File: config.mk
export PLATFORM = sky130hd
export DESIGN_NAME = dacc_ctrl
export DESIGN_NICKNAME = d
export VERILOG_FILES = /design/src/rtl/dacc_pkg.sv /design/src/rtl/dacc_decode.sv /design/src/rtl/dacc_chan.sv /design/src/rtl/dacc_ctrl.sv
export SDC_FILE = /design/constraint.sdc
export NUM_CORES = 1
export LEC_CHECK = 0
export ABC_AREA = 1
export BUFFER_PORTS_ARGS = -buffer_cell sky130_fd_sc_hd__buf_2
export CORE_MARGIN = 3
export CORE_UTILIZATION = 35
export CTS_CLUSTER_SIZE = 12
export DETAILED_ROUTE_END_ITERATION = 10
export PLACE_DENSITY_LB_ADDON = 0.1
export SLEW_MARGIN = 20
export SYNTH_ARGS = -nofsm -noshare
export SYNTH_HDL_FRONTEND = slang
export SYNTH_SLANG_ARGS = --single-unit
File: constraint.sdc
create_clock -name clk -period 2.7 [get_ports clk]
set_input_delay 0.27 -clock clk [delete_from_list [all_inputs] [get_ports clk]]
set_output_delay 0.27 -clock clk [all_outputs]
set_load 0.02 [all_outputs]
File: src/rtl/dacc_pkg.sv
package dacc_pkg;

  typedef enum logic [2:0] {
    CMD_LOAD     = 3'b000,
    CMD_PUSH     = 3'b001,
    CMD_LOAD_ALL = 3'b010,
    CMD_LOAD_GO  = 3'b011,
    CMD_POWER    = 3'b100,
    CMD_SRESET   = 3'b101,
    CMD_MASK     = 3'b110,
    CMD_NONE     = 3'b111
  } cmd_e;

  typedef enum logic [1:0] {
    PD_ON   = 2'b00,
    PD_1K   = 2'b01,
    PD_100K = 2'b10,
    PD_HIZ  = 2'b11
  } pd_e;

  typedef struct packed {
    logic wr;
    logic push_sel;
    logic push_all;
    logic power;
    logic clr_code;
    logic clr_cfg;
    logic mask_ld;
  } ctl_t;

endpackage

File: src/rtl/dacc_decode.sv
module dacc_decode
  import dacc_pkg::*;
#(
  parameter int NCH = 4,
  parameter int AW  = 3
) (
  input  logic           stb,
  input  logic [2:0]     cmd,
  input  logic [AW-1:0]  adr,
  input  logic           dat0,
  output ctl_t           ctl,
  output logic [NCH-1:0] sel
);

  localparam logic [AW-1:0] ADR_ALL = {AW{1'b1}};

  logic adr_ok;

  always_comb begin
    sel = '0;
    if (adr == ADR_ALL) begin
      sel = '1;
    end else begin
      for (int i = 0; i < NCH; i++) begin
        if (adr == AW'(i)) sel[i] = 1'b1;
      end
    end
  end

  assign adr_ok = |sel;

  always_comb begin
    ctl = '0;
    if (stb) begin
      unique case (cmd_e'(cmd))
        CMD_LOAD:     ctl.wr = adr_ok;
        CMD_PUSH:     ctl.push_sel = adr_ok;
        CMD_LOAD_ALL: begin ctl.wr = adr_ok; ctl.push_all = adr_ok; end
        CMD_LOAD_GO:  begin ctl.wr = adr_ok; ctl.push_sel = adr_ok; end
        CMD_POWER:    ctl.power = 1'b1;
        CMD_SRESET:   begin ctl.clr_code = 1'b1; ctl.clr_cfg = dat0; end
        CMD_MASK:     ctl.mask_ld = 1'b1;
        default:      ctl = '0;
      endcase
    end
  end

  // a selection is either every channel or at most one
  always_comb begin
    a_sel_shape_r6: assert ((&sel) || $onehot0(sel));
  end

endmodule

File: src/rtl/dacc_chan.sv
module dacc_chan #(
  parameter int DW = 16
) (
  input  logic          clk,
  input  logic          rst,
  input  logic          wr,
  input  logic          push,
  input  logic          clr_code,
  input  logic          clr_cfg,
  input  logic          pd_ld,
  input  logic [1:0]    pd_val,
  input  logic [DW-1:0] din,
  output logic [DW-1:0] code,
  output logic [1:0]    pd
);

  logic [DW-1:0] stage_q;
  logic [DW-1:0] stage_nxt;

  assign stage_nxt = wr ? din : stage_q;

  always_ff @(posedge clk) begin
    if (rst || clr_code) begin
      stage_q <= '0;
      code    <= '0;
    end else begin
      stage_q <= stage_nxt;
      if (push) code <= stage_nxt;
    end
  end

  always_ff @(posedge clk) begin
    if (rst || clr_cfg) pd <= 2'b00;
    else if (pd_ld)     pd <= pd_val;
  end

  // a latched channel keeps its output without a push or clear
  p_hold_r2: assert property (@(posedge clk) disable iff (rst)
    (!push && !clr_code) |=> $stable(code));

  // a mode change leaves the code alone
  p_pd_keeps_code_r7: assert property (@(posedge clk) disable iff (rst)
    pd_ld |=> $stable(code));

  // a soft clear leaves a zero code behind
  p_clear_zero_r9: assert property (@(posedge clk) disable iff (rst)
    clr_code |=> (code == '0));

  // the mode only moves on a mode load or deep clear
  p_pd_stable_r7: assert property (@(posedge clk) disable iff (rst)
    (!pd_ld && !clr_cfg) |=> $stable(pd));

endmodule

File: src/rtl/dacc_ctrl.sv
module dacc_ctrl
  import dacc_pkg::*;
#(
  parameter int NCH = 4,
  parameter int DW  = 16,
  parameter int AW  = 3
) (
  input  logic              clk,
  input  logic              rst,
  input  logic              frm_stb,
  input  logic [2:0]        frm_cmd,
  input  logic [AW-1:0]     frm_adr,
  input  logic [DW-1:0]     frm_dat,
  output logic [NCH*DW-1:0] dac_code,
  output logic [2*NCH-1:0]  pd_mode
);

  localparam int MODE_LSB = NCH;

  ctl_t           ctl;
  logic [NCH-1:0] sel;
  logic [NCH-1:0] follow_q;

  dacc_decode #(.NCH(NCH), .AW(AW)) u_decode (
    .stb  (frm_stb),
    .cmd  (frm_cmd),
    .adr  (frm_adr),
    .dat0 (frm_dat[0]),
    .ctl  (ctl),
    .sel  (sel)
  );

  always_ff @(posedge clk) begin
    if (rst || ctl.clr_cfg) follow_q <= '0;
    else if (ctl.mask_ld)   follow_q <= frm_dat[NCH-1:0];
  end

  for (genvar i = 0; i < NCH; i++) begin : g_chan
    logic ch_push;
    assign ch_push = (ctl.push_sel & sel[i]) | ctl.push_all | (ctl.wr & follow_q[i]);

    dacc_chan #(.DW(DW)) u_chan (
      .clk      (clk),
      .rst      (rst),
      .wr       (ctl.wr & sel[i]),
      .push     (ch_push),
      .clr_code (ctl.clr_code),
      .clr_cfg  (ctl.clr_cfg),
      .pd_ld    (ctl.power & frm_dat[i]),
      .pd_val   (frm_dat[MODE_LSB+1:MODE_LSB]),
      .din      (frm_dat),
      .code     (dac_code[DW*i +: DW]),
      .pd       (pd_mode[2*i +: 2])
    );
  end

  // reset leaves zero codes and normal modes
  p_reset_zero_r1: assert property (@(posedge clk)
    rst |=> (dac_code == '0 && pd_mode == '0));

  // the idle command touches nothing
  p_nop_r10: assert property (@(posedge clk) disable iff (rst)
    (frm_stb && frm_cmd == 3'b111) |=> ($stable(dac_code) && $stable(pd_mode)));

  // no strobe, no change
  p_no_stb_r10: assert property (@(posedge clk) disable iff (rst)
    !frm_stb |=> ($stable(dac_code) && $stable(pd_mode)));

  // code commands with an unused address are dropped
  p_bad_adr_r6: assert property (@(posedge clk) disable iff (rst)
    (frm_stb && !frm_cmd[2] && frm_adr >= AW'(NCH) && frm_adr != {AW{1'b1}})
      |=> $stable(dac_code));

  // a deep reset returns every mode to normal
  p_deep_reset_r9: assert property (@(posedge clk) disable iff (rst)
    (frm_stb && frm_cmd == 3'b101 && frm_dat[0]) |=> (pd_mode == '0));

endmodule

* Word-level counts from Yosys, hierarchy flattened
Index checks and enable logic that the tools add are counted.
** Storage, ports and cells
- Output and inout port bits :: 72
- Logic and storage cells :: 70
- Input port bits :: 25
- Register bits :: 140
** Cells by class
- Bitwise operators :: 24
- Reduce and logical (&&, ||, !) cells :: 7
- Eq/ne operators :: 10
- Multiplexer cells :: 16
** Operator list (count)
- $mux 16 :: 4
- $and 1x1->1 :: 16
- $eq 3x2->1 const B :: 4
- $eq 3x3->1 const B :: 4
- $mux 1 :: 9
- $or 1x1->1 :: 8
- $mux 7 :: 1
- $eq 3x1->1 const B :: 2
- $logic_not 3->1 :: 2
- $mux 4 :: 1
- $reduce_or 4->1 :: 1
- $reduce_or 3->1 :: 1
- $logic_or 1x1->1 :: 2
- $mux 2 :: 1
- $reduce_or 2->1 :: 1

* Depth between registers and ports, before layout
Gate-level depths: netlist of the first run.
- Depth after elaboration :: 9
- Mapped depth :: 11
- Mapped depth without buffers :: 9

* Hierarchy
Synthesis of the first run repeated with hierarchy kept, for this count alone.
** Unflattened totals
- Cells, all modules :: 818
- Area total of the unflattened synthesis :: 5919.4 µm²
** By module, submodules not included
- dacc_chan :: times used 4, area an instance 1371.3 µm², sequential area each 680.7 µm², cells an instance 183
- dacc_ctrl :: times used 1, area an instance 306.5 µm², sequential area each 80.1 µm², cells an instance 56
- dacc_decode :: times used 1, area an instance 127.6 µm², sequential area each 0.0 µm², cells an instance 30

* Worst setup path after synthesis of the first run
OpenSTA, ideal clock, no wires.
- Path kind :: input port to flip-flop
- From :: input port frm_cmd[0]
- To :: register g_chan[0].u_chan.code[10]
- Cell stages on the path :: 9
- Required time :: 2587 ps
- Path buffers :: 1
- Slack :: 1351 ps
- Setup time :: 113 ps
- Arrival :: 1237 ps
- Cell sequence :: inv_2 -> nor2_4 -> nor2_8 -> nand3_2 -> nand2_1 -> nor2_4 -> buf_2 -> nor2_1 -> nor2_1
** Between the ends
- Cells in the longest elaborated chain, start to end :: 7
- Elaborated cells on any way between the ends :: 19
- Classes of those cells :: eq/ne (4); mux (6); bitwise (5); reduce/logical (4)
** RTL lines
- start, declared :: RTL line dacc_ctrl.sv:11 : input logic [2:0] frm_cmd,
- $eq 3x1->1 / $eq 3x2->1 (equally long branches) :: RTL line dacc_decode.sv:35 : unique case (cmd_e'(cmd))
- $reduce_or 2->1 (no line)
- $mux 1 :: RTL line dacc_decode.sv:35
- $mux 7 (*) :: RTL line dacc_decode.sv:34 : if (stb) begin
- $and 1x1->1 :: RTL line dacc_ctrl.sv:40 : assign ch_push = (ctl.push_sel & sel[i]) | ctl.push_all | (ctl.wr & follow_q[i]);
- $or 1x1->1 (2 in series) :: RTL line dacc_ctrl.sv:40
- end signal, assigned :: RTL line dacc_chan.sv:28 : if (push) code <= stage_nxt;
- end, declared :: RTL line dacc_chan.sv:13 : output logic [DW-1:0] code,
Mark *: on every way between the ends. The rest lies on a longest branch, timed or not.
A chain may end at the register's enable or synchronous reset.

* Final worst setup path of the first run
- From :: input port frm_cmd[0]
- To :: register g_chan[0].u_chan.code[12]
The elaborated chain is that of the path after synthesis.

==> results of run 1 <==
==> synth_stat cells, drive strengths merged <==
cell type / count / area (µm²)
a21o: 1 / 7.510
inv: 96 / 360.3
buf: 37 / 230.2
nand3b: 10 / 75.07
nand3: 48 / 297.8
o211ai: 8 / 60.06
clkbuf: 11 / 41.29
o21ai: 8 / 55.06
nand4: 66 / 412.9
nand2: 241 / 965.9
nor2: 158 / 660.6
a21oi: 48 / 240.2
dfxtp: 140 / 2803
==> layout make-up <==
class / instances / area [µm²] / area share
clock inverters: 12 / 168.9 / 0.02276
flip-flops and latches: 140 / 2803 / 0.3776
repair buffers: 107 / 575.6 / 0.07755
inverters: 96 / 360.3 / 0.04855
well taps: 225 / 281.5 / 0.03793
multi-input cells: 588 / 2776 / 0.3741
clock buffers: 20 / 456.7 / 0.06153
==> metrics by stage <==
stage               hold slack, ns  power (mW)  instances  setup WS, ns
floorplan                   0.4464       2.573        872         1.351
global placement            0.4571       2.736       1156        0.6656
detailed placement          0.4610       2.737       1156        0.6667
CTS                         0.2023       5.225       1188         1.114
global route                0.2151       5.388       1188        0.9361
finish                      0.2221       5.166       1188         1.083
==> state kept, by name (all words and copies together), names as in the netlist <==
| register | flops |
|---|---|
| g_chan.u_chan.pd | 8 |
| follow_q | 4 |
| g_chan.u_chan.stage_q | 64 |
| g_chan.u_chan.code | 64 |
==> routing by layer <==
metal | vias to the layer above | track usage
met5 | - | 0
li1 | 2939 | -
met4 | 0 | 0.04325
met2 | 129 | 0.2736
met3 | 13 | 0.04931
met1 | 2499 | 0.2550
==> power by group <==
| group | leakage, nW | switching (mW) | internal, mW | total [mW] |
|---|---|---|---|---|
| sequential | 1.13 | 0.0283 | 2.14 | 2.17 |
| clock | 0.306 | 0.892 | 1.59 | 2.48 |
| combinational | 2.44 | 0.365 | 0.157 | 0.521 |
| total | 3.88 | 1.29 | 3.88 | 5.17 |
==> worst max-delay path by stage <==
stage / slack [ns] / end / startpoint / cells past startpoint
after floorplan: 1.35 / g_chan[0].u_chan.code[10] / frm_cmd[0] / 9
after global routing: 0.94 / g_chan[0].u_chan.code[12] / frm_cmd[0] / 10
after detailed placement: 0.67 / g_chan[0].u_chan.code[4] / frm_cmd[0] / 10
final: 1.08 / g_chan[0].u_chan.code[12] / frm_cmd[0] / 10
after global placement: 0.67 / g_chan[0].u_chan.code[11] / frm_cmd[0] / 10
after CTS: 1.11 / g_chan[0].u_chan.code[1] / frm_cmd[0] / 10
==> placed cells by master (no fill, tap or decap), drive strengths merged <==
master | Yosys | layout
a21o | 1 | 1
inv | 96 | 96
o211ai | 8 | 8
nand3 | 48 | 48
clkbuf | 11 | 20
nand3b | 10 | 10
buf | 37 | 107
o21ai | 8 | 8
a21oi | 48 | 48
nand4 | 66 | 66
nand2 | 241 | 241
bufinv | 0 | 4
dfxtp | 140 | 140
clkinvlp | 0 | 2
nor2 | 158 | 158
clkinv | 0 | 6
==> cell families after synthesis <==
logic type | synth area share
DFF | 0.4513
buffers and inverters | 0.1018
AOI/OAI and AO/OA | 0.05843
and+or+nand+nor | 0.3885
==> worst max-delay path: stages <==
cell and delay [ns]:
buf_2 0.13, inv_2 0.11, nor2_4 0.06, nor2_8 0.31, buf_4 0.39, nand3_4 0.25, nand2_1 0.14, nand2_1 0.06
nor2_1 0.14, nor2_1 0.06
==> reports/metrics.yaml, run 1 <==
hold_depth: 3
top_layer: "met4"
hp-class: "input port to register"
cts_tree: "yes"
ant_nets: 0
grt_max_degree: 65
fin_skew_ns: 0.008163
numCtsBuffers: 17
grt_overflow: 0
drc: 0
ctsResizeCount: 0
tightest_slew_ns: 0.7177
cts.repair_timing.setup_buffer_count: 0
syn-num-nets: 897
antenna_found_initial: 0
wire_per_inst_um: 14.38
design.core.area_um2: 17360
p_leak_nw: 3.882
wl_met2_um: 7437
rsz0062_at_grt: "false"
root_buffer: "clkbuf_16"
finish.utilization: 0.4276
ys_seq_area_frac: 0.4513
drt-pass1-iter-count: 5
cts_sinks: 140
required_ns: 3.01
worstPathMaxFanout: 29
fp.dieArea_um2: 19380
setup_tns_ns: 0
cp-end-kind: "register"
nNetsFinal: 975
diodes: 0
drv_cap: 0
synth-seq-cells: 140
vias: 5580
slew_headroom: 0.5210
final_area_um2: 7422
cts_buffer_depth: 2
syn_avg_cell_area_um2: 7.121
place_hpwl_um: 11740
outcome: "finished clean"
hold_end: "g_chan[1].u_chan.stage_q[3]"
max-vdd-ir-drop_mv: 0.4446
via_per_inst: 4.697
finalCritPeriodShare: 0.5989
wl_um: 17080
clk_latency_ns: 0.42
rows: 48
grt_pass1_wl_um: 27860
routed-wl-met3_um: 854
die_y_um: 139.2
p_per_area_nw_per_um2: 696.1
grt_pass1_vias: 5244
die_w_um: 139.2
criticalPathCategory: "input port to register"
drtIter0Drc: 310
synth.distinct_cells: 27
regToRegEndpoint: "g_chan[3].u_chan.code[3]"
fillCellCount: 1844
synthCells: 872
ys_warn_count: 0
finalSetupViolations: 0
flow.area_growth_from_synthesis_pct: 19.52
met1_length_um: 8634
clkTransAtPathRegs_ns: 0.06
max_freq_mhz: 618.4
final-hold-violation-count: 0
reg2reg_from: "follow_q[3]"
groute.usage.overall: 0.1801
maxSlewViolCount: 0
cts-htree-levels: 4
r2r_cells: 5
fin_crit_ns: 1.617
r2r_slack_ns: 1.23
min_from: "frm_dat[3]"
netlist_area_um2: 6210
cts_hold_repair.buffers: 0
ios: 97
gp_congestion: 0.7790
worst_ep_arrival_time_ns: 1.93
start_util: 0.3578
port_buffers: 96
placed_area_um2: 6797
start_kind: "input port"
drive_gt1_frac: 0.1796
(Power assumes the default switching activity.)
==> inputs of run 2 (changes only) <==
==> constraint.sdc (replaced) <==
create_clock -name clk -period 1.4 [get_ports clk]
set_input_delay 0.14 -clock clk [delete_from_list [all_inputs] [get_ports clk]]
set_output_delay 0.14 -clock clk [all_outputs]
set_load 0.02 [all_outputs]
==> run 2 against run 1 <==
Compared with the run above:
- count of clock-buffer cells in the layout shrank 1
- highest routed layer unchanged
- combinational power up 120%
- worst setup slack worse by 0.81 ns
- global-route usage rose by 0.35 points
- sequential power is 93% higher
- clock power increased by 73%
- total power rose by 86%
- sequential cell count did not move
- hold slack worse by 0.14 ns
==> reports/metrics.yaml, run 2 (synthesis results as in run 1) <==
max-vdd-ir-drop_mv: 0.8902
grt_overflow: 0
groute.usage.overall: 0.1835
vias: 5777
fin_crit_ns: 1.125
drt-pass1-iter-count: 5
grt_pass1_wl_um: 28460
grt_max_degree: 33
numCtsBuffers: 17
start_util: 0.3578
cts_buffer_depth: 2
flow.area_growth_from_synthesis_pct: 27.62
die_w_um: 139.2
setup_tns_ns: 0
finalSetupViolations: 0
drtIter0Drc: 355
fillCellCount: 1801
outcome: "finished clean"
final-hold-violation-count: 0
root_buffer: "clkbuf_16"
layout_commonest_cell: "nand2_1"
max_freq_mhz: 889.1
start_kind: "register"
cts.repair_timing.setup_buffer_count: 0
p_per_area_nw_per_um2: 1214
ant_nets: 0
tightest_slew_ns: 0.4327
grt_pass1_vias: 5369
hp-class: "input port to register"
via_per_inst: 4.633
mostFrequentLayoutCells: "230 x nand2_1, 150 x nor2_1, 140 x dfxtp_1, 96 x buf_2, 90 x inv_1"
slew_headroom: 0.7108
rows: 48
path_cells: "buf_2"
cts-htree-levels: 4
top_regs: "g_chan.u_chan.code (64), g_chan.u_chan.stage_q (64), g_chan.u_chan.pd (8)"
design.core.area_um2: 17360
required_ns: 1.26
die_y_um: 139.2
wire_per_inst_um: 14.03
port_buffers: 96
worst_ep_arrival_time_ns: 0.98
worstPathMaxFanout: 2
ios: 97
clkTransAtPathRegs_ns: 0.06
maxSlewViolCount: 0
cts_hold_repair.buffers: 0
fin_skew_ns: 0.009600
drv_cap: 0
cts_tree: "yes"
antenna_found_initial: 0
p_leak_nw: 4.160
fp.dieArea_um2: 19380
wl_um: 17490
cp-end-kind: "output port"
cpPeakStageDelay_ns: 0.37
drive_gt1_frac: 0.2270
crit_family: "flip-flops"
clk_latency_ns: 0.43
crit_slowest_cell: "dfxtp_1"
drc: 0
nNetsFinal: 1034
diodes: 0
finish.utilization: 0.4566
cts_sinks: 140
criticalPathCategory: "register to output port"
finalCritPeriodShare: 0.8034
gp_congestion: 0.7901
ctsResizeCount: 0
rsz0062_at_grt: "false"
place_hpwl_um: 12220
path_buf_inv: 1
[run 2: cell types whose count changed in the layout (fill, tap and decap cells not counted)]
cell / change
buf_12: +10
buf_4: +49
clkinvlp_4: +3
clkinv_4: +1
clkinv_2: -2
clkbuf_8: -1
inv_6: +2
bufinv_16: -3
[run 2: area by class of cell]
cell class	instances	area [µm²]	area share
clock buffer	19	442.9	0.05589
clock inverter	13	117.6	0.01484
inverter	96	360.3	0.04547
multi-input combinational	588	2776	0.3503
sequential	140	2803	0.3536
tap	225	281.5	0.03552
timing repair buffer	166	1144	0.1443
[run 2: layer usage]
| layer | global-route usage | share of wire | vias up |
|---|---|---|---|
| met5 | 0 | 0 | - |
| met4 | 0.05407 | 0.0091 | 0 |
| met3 | 0.03966 | 0.049 | 12 |
| met2 | 0.2710 | 0.44 | 134 |
| met1 | 0.2688 | 0.50 | 2589 |
| li1 | - | - | 3042 |
[run 2: final timing paths]
| check | from | endpoint | slack, ns | cells after the start |
|---|---|---|---|---|
| worst min register to register | g_chan[1].u_chan.stage_q[14] | g_chan[1].u_chan.stage_q[14] | 0.47 | 2 |
| worst max-delay path | g_chan[3].u_chan.code[1] | dac_code[49] | 0.28 | 1 |
| worst min-delay path | frm_dat[4] | g_chan[1].u_chan.stage_q[4] | 0.08 | 3 |
| worst max register to register | follow_q[0] | g_chan[0].u_chan.code[12] | 0.28 | 5 |
[run 2: through the flow]
stage	hold WS (ns)	setup WS, ns	cell area, µm²	power, mW	std cells
final	0.07734	0.2753	7925	9.623	1247
after detailed placement	0.4587	-0.1285	7365	5.417	1215
after global routing	0.07118	0.1582	7925	10.03	1247
after floorplan	0.3287	0.1807	6210	4.961	872
after global placement	0.4551	-0.1265	7365	5.415	1215
after CTS	0.06051	0.2439	7925	9.729	1247
[run 2: power by group]
part           switching, mW  internal [mW]  total (mW)
Sequential            0.0555           4.12        4.18
Combinational          0.728          0.414        1.14
Clock                   1.81           2.49        4.30
Total                   2.60           7.03        9.62
[run 2: worst register-to-register path: stages, from the launching register on]
cell and delay, ns:
dfxtp_1 0.33, nand3_2 0.09, nand2_1 0.08, nor2_4 0.35, nor2_1 0.11, nor2_1 0.11
==> inputs of run 3 (changes only) <==
==> constraint.sdc (replaced) <==
create_clock -name clk -period 1 [get_ports clk]
set_input_delay 0.1 -clock clk [delete_from_list [all_inputs] [get_ports clk]]
set_output_delay 0.1 -clock clk [all_outputs]
set_load 0.02 [all_outputs]
==> run 3 against run 2 <==
Compared with the run above:
- the flow now finishes with violations (setup timing)
- sequential cell count unchanged
- critical path depth up 4
- clock power up 51%
- clock skew down 0.0043 ns
- die area unchanged
- worst setup slack worse by 0.31 ns
- sequential share of layout area down 3.6 points
- combinational power up 74%
- first-iteration DRC count up 8.2%
- via count up 1.9%
- sequential power up 41%
==> reports/metrics.yaml, run 3 (synthesis results as in run 1) <==
outcome: "finished with violations"
violations: "setup timing"
ant_nets: 0
nNetsFinal: 1057
mostFrequentLayoutCells: "210 x nand2_1, 114 x nor2_1, 88 x inv_1, 80 x buf_6, 76 x dfxtp_2"
wire_per_inst_um: 14.53
die_y_um: 139.2
top_regs: "g_chan.u_chan.code (64), g_chan.u_chan.stage_q (64), g_chan.u_chan.pd (8)"
cp_common_cell: "nand3_4"
startpoint: "follow_q[3]"
dp_slack_ns: -0.4320
numCtsBuffers: 17
fin_skew_ns: 0.005278
clkTransAtPathRegs_ns: 0.06
hold_ws_ns: 0.05109
wl_um: 18460
flow.area_growth_from_synthesis_pct: 46.89
drive_gt1_frac: 0.3780
worst_ep_arrival_time_ns: 1.35
clk_latency_ns: 0.43
drc: 0
cts_tree: "yes"
cts_sinks: 140
gp_congestion: 0.7792
max-vdd-ir-drop_mv: 1.223
fin_crit_ns: 1.033
design.core.area_um2: 17360
layout_commonest_cell: "nand2_1"
port_buffers: 96
cts_buffer_depth: 2
crit_slowest_cell: "dfxtp_2"
p_per_area_nw_per_um2: 1575
drt-pass1-iter-count: 4
cpPeakStageDelay_ns: 0.33
start_util: 0.3578
start_kind: "register"
grt_pass1_wl_um: 29870
slew_headroom: 0.8089
via_per_inst: 4.635
die_w_um: 139.2
required_ns: 1.32
finish.utilization: 0.5255
groute.usage.overall: 0.1914
diodes: 0
vias: 5886
antenna_found_initial: 0
hp-class: "input port to register"
criticalPathCategory: "register to register"
finalCritPeriodShare: 1.033
path_cells: "nand3_4 > nand3_4 > clkbuf_16 > nor2_1 > nor2_2"
rows: 48
grt_overflow: 0
p_leak_nw: 4.384
grt_pass1_vias: 5623
ios: 97
place_hpwl_um: 12540
grt_max_degree: 24
rsz0062_at_grt: "true"
drtIter0Drc: 384
max_freq_mhz: 967.9
min_from: "frm_dat[4]"
final.setup.worst_slack_ns: -0.03321
worstPathMaxFanout: 7
finalSetupViolations: 13
cp-end-kind: "register"
fp.dieArea_um2: 19380
maxSlewViolCount: 0
cts-htree-levels: 4
tightest_slew_ns: 0.2856
drv_cap: 0
final-hold-violation-count: 0
reg2reg_from: "follow_q[3]"
root_buffer: "clkbuf_16"
==> run 3: cell count changes in the layout (fill, tap and decap cells not counted), moves of 10 or more <==
cell,before,now
nor2_4,4,14
dfxtp_1,140,64
nand2_2,6,18
nor2_1,150,114
dfxtp_2,0,76
nand2_1,230,210
nor2_2,2,28
buf_6,0,80
buf_2,96,20
buf_4,59,73
==> run 3: metal layers <==
layer / share of wire / global-route usage
met1: 0.48 / 0.2593
met2: 0.47 / 0.3099
met3: 0.038 / 0.03586
met4: 0.017 / 0.06025
met5: 0 / 0
==> run 3: layout make-up <==
class / instances / area [µm²]
Inverter: 96 / 385.4
Clock inverter: 15 / 172.7
Sequential cell: 140 / 2898
Clock buffer: 17 / 425.4
Timing Repair Buffer: 189 / 1867
Fill cell: 1703 / 8235
Tap cell: 225 / 281.5
Multi-Input combinational cell: 588 / 3092
==> run 3: worst paths after layout <==
kind,depth (start not counted),slack (ns),endpoint
max,5,-0.03,g_chan[3].u_chan.code[10]
min,3,0.05,g_chan[2].u_chan.stage_q[4]
max reg2reg,5,-0.03,g_chan[3].u_chan.code[10]
min reg2reg,2,0.47,g_chan[1].u_chan.stage_q[8]
==> run 3: metrics by stage <==
stage                     power, mW  setup TNS [ns]  cells  area [µm²]
after floorplan               6.997          -6.770    872        6365
after global placement        7.661          -43.97   1227        7537
after detailed placement      7.664          -44.81   1227        7537
after CTS                     14.40        -0.05003   1261        8762
after global routing          14.97          -2.835   1270        9121
final                         14.37         -0.1161   1270        9121
==> run 3: power breakdown <==
part	internal [mW]	switching, mW
combinational	0.850	1.13
clock	3.92	2.56
sequential	5.80	0.110
==> run 3: what timing repair did <==
action,4_1_cts,5_1_grt
pin swaps,3,50
setup buffers,0,6
cloned,1,3
gates resized for setup,232,84
hold endpoints to repair,1,0
hold buffers,1,0
setup endpoints to repair,115,117
==> run 3: critical path: cells and delay by family, from the launching register on <==
family | cells | cell delay [ns]
buffers and inverters | 1 | 0.21
DFF | 1 | 0.33
and+or+nand+nor | 4 | 0.38
